### config.mk
export PLATFORM = sky130hd
export DESIGN_NAME = spi_irq_agg
export DESIGN_NICKNAME = d
export VERILOG_FILES = /design/src/rtl/spi_irq_pkg.sv /design/src/rtl/spi_w1c_reg.sv /design/src/rtl/spi_evt_edge.sv /design/src/rtl/spi_irq_line.sv /design/src/rtl/spi_irq_agg.sv
export SDC_FILE = /design/constraint.sdc
export NUM_CORES = 1
export LEC_CHECK = 0
export ABC_AREA = 1
export CAP_MARGIN = 40
export CELL_PAD_IN_SITES_DETAIL_PLACEMENT = 1
export CELL_PAD_IN_SITES_GLOBAL_PLACEMENT = 1
export CORE_ASPECT_RATIO = 1.2
export CORE_MARGIN = 3
export CORE_UTILIZATION = 33
export CTS_BUF_LIST = sky130_fd_sc_hd__clkbuf_4 sky130_fd_sc_hd__clkbuf_8 sky130_fd_sc_hd__clkbuf_16
export DETAILED_ROUTE_END_ITERATION = 16
export GPL_ROUTABILITY_DRIVEN = 0
export MAX_ROUTING_LAYER = met4
export PLACE_DENSITY = 0.87
export SYNTH_ARGS = -nofsm -noshare
export SYNTH_HDL_FRONTEND = slang
export SYNTH_SLANG_ARGS = --single-unit
### constraint.sdc
create_clock -name clk -period 1.1 [get_ports clk]
set_input_delay 0.22 -clock clk [delete_from_list [all_inputs] [get_ports clk]]
set_output_delay 0.22 -clock clk [all_outputs]
set_load 0.005 [all_outputs]
### src/rtl/spi_irq_pkg.sv
`timescale 1ns/1ps
package spi_irq_pkg;
    localparam int NUM_ERR   = 6;
    localparam int NUM_ERREN = 5;
    localparam int NUM_EVT   = 6;
    localparam int NUM_LINES = 2;
    localparam int LINE_ERR  = 0;
    localparam int LINE_EVT  = 1;
    localparam int ERR_CSID_BIT = 4;
    localparam logic [NUM_ERREN-1:0] ERR_MASK_RST = '1;

    typedef enum logic [2:0] {
        A_PEND    = 3'd0,
        A_LINE_EN = 3'd1,
        A_TEST    = 3'd2,
        A_ERR_EN  = 3'd3,
        A_ERR_ST  = 3'd4,
        A_EVT_EN  = 3'd5,
        A_CSID    = 3'd6,
        A_NONE    = 3'd7
    } agg_addr_e;

    function automatic logic [NUM_EVT-1:0] rise_of(input logic [NUM_EVT-1:0] cur,
                                                   input logic [NUM_EVT-1:0] prev);
        return cur & ~prev;
    endfunction
endpackage

### src/rtl/spi_w1c_reg.sv
`timescale 1ns/1ps
module spi_w1c_reg #(
    parameter int W = 6
) (
    input  logic         clk,
    input  logic         rst,
    input  logic [W-1:0] set_i,
    input  logic [W-1:0] clr_i,
    output logic [W-1:0] q_o
);
    always_ff @(posedge clk) begin
        if (rst) q_o <= '0;
        else     q_o <= (q_o & ~clr_i) | set_i;
    end

    AST_ERR_SET_TAKES: assert property (@(posedge clk) disable iff (rst)
        (|set_i) |=> ((q_o & $past(set_i)) == $past(set_i)));
    AST_ERR_HOLDS: assert property (@(posedge clk) disable iff (rst)
        (|(q_o & ~clr_i)) |=> ((q_o & $past(q_o & ~clr_i)) == $past(q_o & ~clr_i)));
endmodule

### src/rtl/spi_evt_edge.sv
`timescale 1ns/1ps
module spi_evt_edge
    import spi_irq_pkg::*;
(
    input  logic               clk,
    input  logic               rst,
    input  logic [NUM_EVT-1:0] status_i,
    input  logic [NUM_EVT-1:0] mask_i,
    output logic [NUM_EVT-1:0] rise_o
);
    logic [NUM_EVT-1:0] gated, gated_q;

    assign gated  = status_i & mask_i;
    assign rise_o = rise_of(gated, gated_q);

    always_ff @(posedge clk) begin
        if (rst) gated_q <= '0;
        else     gated_q <= gated;
    end
endmodule

### src/rtl/spi_irq_line.sv
`timescale 1ns/1ps
module spi_irq_line (
    input  logic clk,
    input  logic rst,
    input  logic line_en_i,
    input  logic test_i,
    input  logic cause_i,
    input  logic clr_i,
    output logic pending_o,
    output logic irq_o
);
    always_ff @(posedge clk) begin
        if (rst) pending_o <= 1'b0;
        else     pending_o <= (pending_o & ~clr_i) | (line_en_i & (test_i | cause_i));
    end

    assign irq_o = pending_o & line_en_i;

    AST_PEND_STICKY: assert property (@(posedge clk) disable iff (rst)
        (pending_o && !clr_i) |=> pending_o);
    AST_NO_SET_WHEN_OFF: assert property (@(posedge clk) disable iff (rst)
        (!pending_o && !line_en_i) |=> !pending_o);
    AST_TEST_RAISES: assert property (@(posedge clk) disable iff (rst)
        (line_en_i && test_i) |=> pending_o);
endmodule

### src/rtl/spi_irq_agg.sv
`timescale 1ns/1ps
module spi_irq_agg
    import spi_irq_pkg::*;
#(
    parameter int NUM_CS = 4,
    parameter int DW     = 8,
    localparam int CS_W  = (NUM_CS > 1) ? $clog2(NUM_CS) : 1
) (
    input  logic               clk,
    input  logic               rst,
    input  logic               reg_we,
    input  logic [2:0]         reg_addr,
    input  logic [DW-1:0]      reg_wdata,
    output logic [DW-1:0]      reg_rdata,
    input  logic [NUM_ERR-1:0] err_pulse_i,
    input  logic [NUM_EVT-1:0] eng_status_i,
    output logic [CS_W-1:0]    cs_index_o,
    output logic               irq_err_o,
    output logic               irq_evt_o
);
    logic [NUM_LINES-1:0] line_en_q, test_q, pending, irq_vec, line_cause, pend_clr;
    logic [NUM_ERREN-1:0] err_mask_q;
    logic [NUM_EVT-1:0]   evt_mask_q, evt_rise;
    logic [NUM_ERR-1:0]   err_stat, err_set, err_clr;
    logic                 wr_pend, wr_en, wr_test, wr_emask, wr_estat, wr_vmask, wr_csid;
    logic                 csid_bad, err_cause;

    assign wr_pend  = reg_we && (reg_addr == A_PEND);
    assign wr_en    = reg_we && (reg_addr == A_LINE_EN);
    assign wr_test  = reg_we && (reg_addr == A_TEST);
    assign wr_emask = reg_we && (reg_addr == A_ERR_EN);
    assign wr_estat = reg_we && (reg_addr == A_ERR_ST);
    assign wr_vmask = reg_we && (reg_addr == A_EVT_EN);
    assign wr_csid  = reg_we && (reg_addr == A_CSID);

    assign csid_bad = wr_csid && (32'(reg_wdata) >= 32'(NUM_CS));

    always_ff @(posedge clk) begin
        if (rst) begin
            line_en_q  <= '0;
            test_q     <= '0;
            err_mask_q <= ERR_MASK_RST;
            evt_mask_q <= '0;
            cs_index_o <= '0;
        end else begin
            test_q <= wr_test ? reg_wdata[NUM_LINES-1:0] : '0;
            if (wr_en)    line_en_q  <= reg_wdata[NUM_LINES-1:0];
            if (wr_emask) err_mask_q <= reg_wdata[NUM_ERREN-1:0];
            if (wr_vmask) evt_mask_q <= reg_wdata[NUM_EVT-1:0];
            if (wr_csid && !csid_bad) cs_index_o <= reg_wdata[CS_W-1:0];
        end
    end

    // error status: engine pulses plus refused chip-select writes
    always_comb begin
        err_set = err_pulse_i;
        err_set[ERR_CSID_BIT] = err_pulse_i[ERR_CSID_BIT] | csid_bad;
    end
    assign err_clr = wr_estat ? reg_wdata[NUM_ERR-1:0] : '0;

    spi_w1c_reg #(.W(NUM_ERR)) u_err_stat (
        .clk(clk), .rst(rst), .set_i(err_set), .clr_i(err_clr), .q_o(err_stat)
    );

    spi_evt_edge u_evt_edge (
        .clk(clk), .rst(rst), .status_i(eng_status_i), .mask_i(evt_mask_q), .rise_o(evt_rise)
    );

    assign err_cause             = |(err_stat[NUM_ERREN-1:0] & err_mask_q);
    assign line_cause[LINE_ERR]  = err_cause;
    assign line_cause[LINE_EVT]  = |evt_rise;
    assign pend_clr              = wr_pend ? reg_wdata[NUM_LINES-1:0] : '0;

    for (genvar g = 0; g < NUM_LINES; g++) begin : g_line
        spi_irq_line u_line (
            .clk(clk), .rst(rst),
            .line_en_i(line_en_q[g]), .test_i(test_q[g]), .cause_i(line_cause[g]),
            .clr_i(pend_clr[g]), .pending_o(pending[g]), .irq_o(irq_vec[g])
        );
    end

    assign irq_err_o = irq_vec[LINE_ERR];
    assign irq_evt_o = irq_vec[LINE_EVT];

    always_comb begin
        unique case (agg_addr_e'(reg_addr))
            A_PEND:    reg_rdata = DW'(pending);
            A_LINE_EN: reg_rdata = DW'(line_en_q);
            A_TEST:    reg_rdata = DW'(test_q);
            A_ERR_EN:  reg_rdata = DW'(err_mask_q);
            A_ERR_ST:  reg_rdata = DW'(err_stat);
            A_EVT_EN:  reg_rdata = DW'(evt_mask_q);
            A_CSID:    reg_rdata = DW'(cs_index_o);
            default:   reg_rdata = '0;
        endcase
    end

    AST_CSID_IN_RANGE: assert property (@(posedge clk) disable iff (rst)
        32'(cs_index_o) < 32'(NUM_CS));
    AST_CSID_REFUSED: assert property (@(posedge clk) disable iff (rst)
        csid_bad |=> ($stable(cs_index_o) && err_stat[ERR_CSID_BIT]));
    AST_TEST_SELF_CLEAR: assert property (@(posedge clk) disable iff (rst)
        ((|test_q) && !wr_test) |=> (test_q == '0));
    AST_IRQ_NEEDS_EN: assert property (@(posedge clk) disable iff (rst)
        (irq_err_o |-> line_en_q[LINE_ERR]) and (irq_evt_o |-> line_en_q[LINE_EVT]));
endmodule

* Word level (Yosys, flattened, before mapping)
Index checks and enable logic that the tools add are counted.
** Cells by class
- Multiplexer cells :: 3
- $lt $le $gt $ge :: 1
- Reductions and logical operators :: 14
- Eq/ne operators :: 6
- Bitwise logic cells :: 21
** Operators by type and width (count)
- $pmux W6 S7 :: 1
- $and A6 B6 Y6 :: 3
- $not A6 Y6 :: 2
- $eq A3 B3 Y1 const B :: 3
- $logic_and A1 B1 Y1 :: 9
- $ge A8 B3 Y1 const B :: 1
- $and A1 B1 Y1 :: 6
- $eq A3 B2 Y1 const B :: 2
- $mux W6 :: 1
- $or A6 B6 Y6 :: 1
- $reduce_or A6 Y1 :: 1
- $and A5 B5 Y5 :: 1
- $or A1 B1 Y1 :: 5
- $reduce_or A5 Y1 :: 1
- $eq A3 B1 Y1 const B :: 1
- $logic_not A3 Y1 :: 1
- $not A1 Y1 :: 3
- $mux W2 :: 1
- $reduce_or A2 Y1 :: 1
- $logic_not A1 Y1 :: 1
** Storage, ports and cells
- Output and inout bits :: 12
- Input bits :: 26
- Logic and storage cells :: 54
- Register bits after elaboration :: 31

* Depth between registers and ports, before layout
Gate-level depths: netlist of the first run.
- Depth after elaboration :: 6
- Mapped depth :: 8
- Gate-level depth less buffers :: 8

* By module
A second synthesis of the first run with hierarchy kept.
** Second synthesis, totals
- Cell total of the unflattened synthesis :: 228
- Area, all modules :: 1516.5 µm²
** Modules (own cells, without submodules)
- spi_irq_agg :: cells each 160, sequential area each 340.3 µm², times used 1, area an instance 1021.0 µm²
- spi_w1c_reg :: cells each 30, sequential area each 120.1 µm², times used 1, area an instance 217.7 µm²
- spi_evt_edge :: cells each 24, sequential area each 120.1 µm², times used 1, area an instance 187.7 µm²
- spi_irq_line :: cells each 7, sequential area each 20.0 µm², times used 2, area an instance 45.0 µm²

* Worst setup path after synthesis of the first run
No wires, ideal clock.
- Kind :: input-to-output
- Start point :: in reg_addr[2]
- End point :: out reg_rdata[0]
- Buffers on the path :: 1
- Stages :: 6
- Slack :: 12 ps
- Data arrival time :: 868 ps
- Data required time :: 880 ps
- Cell sequence :: buf_6 > nor3_4 > nand2_1 > nand2_1 > nor2_1 > nand2_1
** Between the ends
- Cells in the longest elaborated chain, start to end :: 2
- Elaborated cells between the ends (all ways) :: 8
** RTL lines
- start, declared :: RTL line spi_irq_agg.sv:12 : input logic [2:0] reg_addr,
- $eq A3 B3 Y1 (tied with other cells) :: RTL line spi_irq_agg.sv:86 : unique case (agg_addr_e'(reg_addr))
- $pmux W6 S7 (*) :: RTL line spi_irq_agg.sv:86
- end, declared :: RTL line spi_irq_agg.sv:14 : output logic [DW-1:0] reg_rdata,
Mark *: on every way between the ends. The rest lies on a longest branch, timed or not.

* Worst setup path in the final report of the first run
- Start point :: reg evt_mask_q[0]
- End point :: out reg_rdata[0]
** Between the ends
- Cells in the longest elaborated chain, start to end :: 1
** RTL lines
- start, declared :: RTL line spi_irq_agg.sv:23 : logic [NUM_EVT-1:0] evt_mask_q, evt_rise;
- start signal, assigned :: RTL line spi_irq_agg.sv:49 : if (wr_vmask) evt_mask_q <= reg_wdata[NUM_EVT-1:0];
- $pmux W6 S7 :: RTL line spi_irq_agg.sv:86
Every way passes these cells.

==> results of run 1 <==
[final cells by class]
type	instances	area share (%)
multi-input combinational	147	32.53
clock inverter	2	1.330
inverter	33	5.366
tap	56	2.659
sequential	31	24.26
clock buffer	6	3.134
timing repair buffer	93	30.72
[logic make-up after synthesis]
group / after synthesis
other: 1
AND/OR/NAND/NOR: 106
buffers and inverters: 41
AO/OA/AOI/OAI: 39
flip-flops: 31
[worst register-to-register path, stage by stage (launching register included)]
cell,delay (ps)
dfxtp_2,340
buf_4,140
nand3_2,70
nand2_1,90
nor2_2,130
nand2_1,80
nand2_2,80
a21oi_2,50
[metrics by stage]
step,cell area (um^2),worst slack (ps),power [W],hold slack [ps]
global route,2635,-384.9,0.003076,397.6
floorplan,1496,12.24,0.001373,337.4
detailed placement,2211,-1158,0.001645,478.9
finish,2635,-335.4,0.002987,403.1
global placement,2211,-1094,0.001629,462.7
CTS,2472,-274.2,0.002866,351.9
[cells in the mapped netlist (all sizes together)]
master   n
a21oi   16
buf      6
clkbuf   2
conb     1
dfxtp   31
inv     33
nand2   57
nand3   15
nand3b   1
nand4    3
nor2    25
nor3     3
nor4     2
o211ai   7
o21ai   16
[report_power, final]
group	leakage, nW	switching, W	total, W	internal (W)
clock	0.0612	0.000498	0.00123	0.000733
combinational	0.920	0.000295	0.000564	0.000269
sequential	0.258	0.0000304	0.00119	0.00116
total	1.24	0.000823	0.00299	0.00216
[timing repair]
item                       in CTS  in global routing
gates cloned                    0                  0
pin swaps                      13                 14
buffers inserted               11                  5
gates resized for setup       116                 47
setup endpoints to repair      35                 17
[metal layers]
metal  vias to the layer above  routed length [um]  global-route usage (%)
met5                         -                   0                       -
met4                         0                 437                   17.24
met3                        36                 288                   6.761
met1                       939                2924                   26.17
met2                        72                4139                   48.57
li1                        879                   -                       -
[registers in the layout (all words and copies together), names as in the netlist]
signal,count
g_line.u_line.pending_o,2
u_err_stat.q_o,6
err_mask_q,5
test_q,2
cs_index_o,2
line_en_q,2
u_evt_edge.gated_q,6
evt_mask_q,6
[path summary, 6_finish.rpt]
path	start	endpoint	slack, ps	depth (start not counted)
worst max register to register	evt_mask_q[5]	g_line[1].u_line.pending_o	0	7
worst max-delay path	evt_mask_q[0]	reg_rdata[0]	-340	5
worst min-delay path	reg_addr[0]	test_q[1]	400	5
worst min register to register	evt_mask_q[4]	evt_mask_q[4]	490	2
[placed cells by master (no fill, tap or decap), types with 2 or more instances in the layout]
cell type        count
dfxtp_2             12
nand3_2              5
buf_6               13
dfxtp_1             18
conb_1               2
o211ai_1             3
nand4_1              3
clkdlybuf4s50_1     15
dlygate4sd2_1        6
o21ai_0              8
a21oi_2              3
o211ai_2             4
nand2_1             46
clkbuf_8             6
nand3_1              7
nor2_1              20
nor2_2               3
inv_1               19
inv_8                2
nand2_4              2
buf_12               2
buf_2                7
nand3_4              3
o21ai_2              5
nor3_2               2
buf_4               48
a21oi_1             13
inv_2               11
o21ai_1              3
nor2_4               2
nand2_2              9
==> results by group, run 1 <==
Clock network
  • Max clock buf depth: 2
  • Worst skew pair latency: around 300 ps
  • Root Buffer: clkbuf_8
  • Clock Sinks: 31
  • CTS buffer count: 5
  • Hold buffer count at CTS: 0
  • TritonCTS clock tree: done
  • CTS clk-pin slew, worst paths: about 70 ps
  • Htree depth: 2

Critical path
  • Peak fanout along the critical path: 2
  • CP max stage cell: dfxtp_2
  • CP Buf/Inv Count: 2
  • CP max stage delay: approximately 340 ps
  • Critical path's top delay family: flip-flops
  • CP Cell Sequence: inv_1 > o21ai_2 > nor2_1 > nand2_1 > buf_2
  • Startpoint type of the worst setup path: flop
  • Worst setup EP type: primary output
  • Crit path kind: reg -> out
  • Critical Path RT: ~880 ps
  • Critical path arrival: roughly 1200 ps

Yosys
  • Syn_area_per_cell: 6.847 um^2
  • Sequential-to-total area share from yosys stat: ~42%
  • Largest family of logic cells by synthesized area: simple AND/OR/NAND/NOR gates
  • Compound-gate portion of the synthesized area: 15.59%
  • Yosys cell types: 22
  • Post-Synthesis Cell Area: approximately 1500 um^2
  • Area share of the largest cell type after synthesis: about two fifths
  • Simple-gate area share of the yosys netlist: a little under a third
  • Yosys warning total: 0
  • Synth Area in Adders: 0%
  • Ranking of synthesized cells by area: dfxtp_1, nand2_1, inv_1
  • Mux cell area share after synthesis: 0%
  • XOR/XNOR Fraction of Synth Area: 0%
  • Area leader, netlist: dfxtp_1
  • #FFs+latches synth: 31
  • Mapped Cells: between 200 and 250

Final layout
  • Nets: approximately 340
  • FILL cells: ~540
  • Final core occ: between 60% and 70%
  • Share of cells above drive strength 1: ~47%
  • Register area: about 640 um^2
  • Area of the multi-input gates: around 860 um^2
  • N_diodes: 0
  • Fin cells: 368
  • Layout overhead on the synthesized area: 76.53%

Global routing
  • GRT Util Overall: 27.53%
  • Number of global-route vias before repair: just over 2000
  • First-pass GRT wire length: ~10000 um
  • Initial antenna violation count: 0
  • Largest net degree at the start of global routing: 17
  • Congestion Overflow GR: 0

Timing
  • Endpoints failing hold: 0
  • Fin crit share: 130.5%
  • Final setup viols: 9
  • Total negative slack: -1578 ps
  • Min cycle time layout: 1435 ps
  • RSZ-0062 raised after global routing: true
  • Final setup margin: -335.4 ps
  • Layout Skew: around 5.4 ps
  • FMAX: ~700 MHz
  • Max Slew Vio Count: 0

Die
  • I/O pins: 38
  • Core area: between 4000 and 5000 um^2
  • Die W: 67.40 um
  • Initial core utilization: between 30% and 40%
  • # rows: 26
  • Die Span Y: about 80 um
  • Total die area: about 5400 um^2

Placed design
  • Buffers on Ports: 35
  • DP HPWL: about 3800 um
  • Placed Instances: about 350

Route
  • WL per Instance: 21.17 um
  • Drt total wl: between 7000 and 8000 um
  • Routed vias: between 1500 and 2000
  • Final antenna-violating net count: 0
  • Initial drt markers: 97
  • Pre-antenna DRT Iters: 4
  • Vias per cell: 5.234
  • # DRC: 0

Pwr
  • Worst VDD drop: ~0.0009 V
  • LEAKAGE: around 1.2 nW
  • PD cells: 1134 nW/um^2

Outcome
  • Violated checks: negative setup slack
  • Status: finished, violations left

Job
  • Max-cap violations: 0

Hold path
  • Hold Path Class: in -> reg
Note: power is estimated with default switching activity, not from simulation.
==> run 2: changes to the inputs <==
- SLEW_MARGIN: unset -> 10
==> results of run 2 <==
Final layout, timing and power as in run 1 (identical DEF).
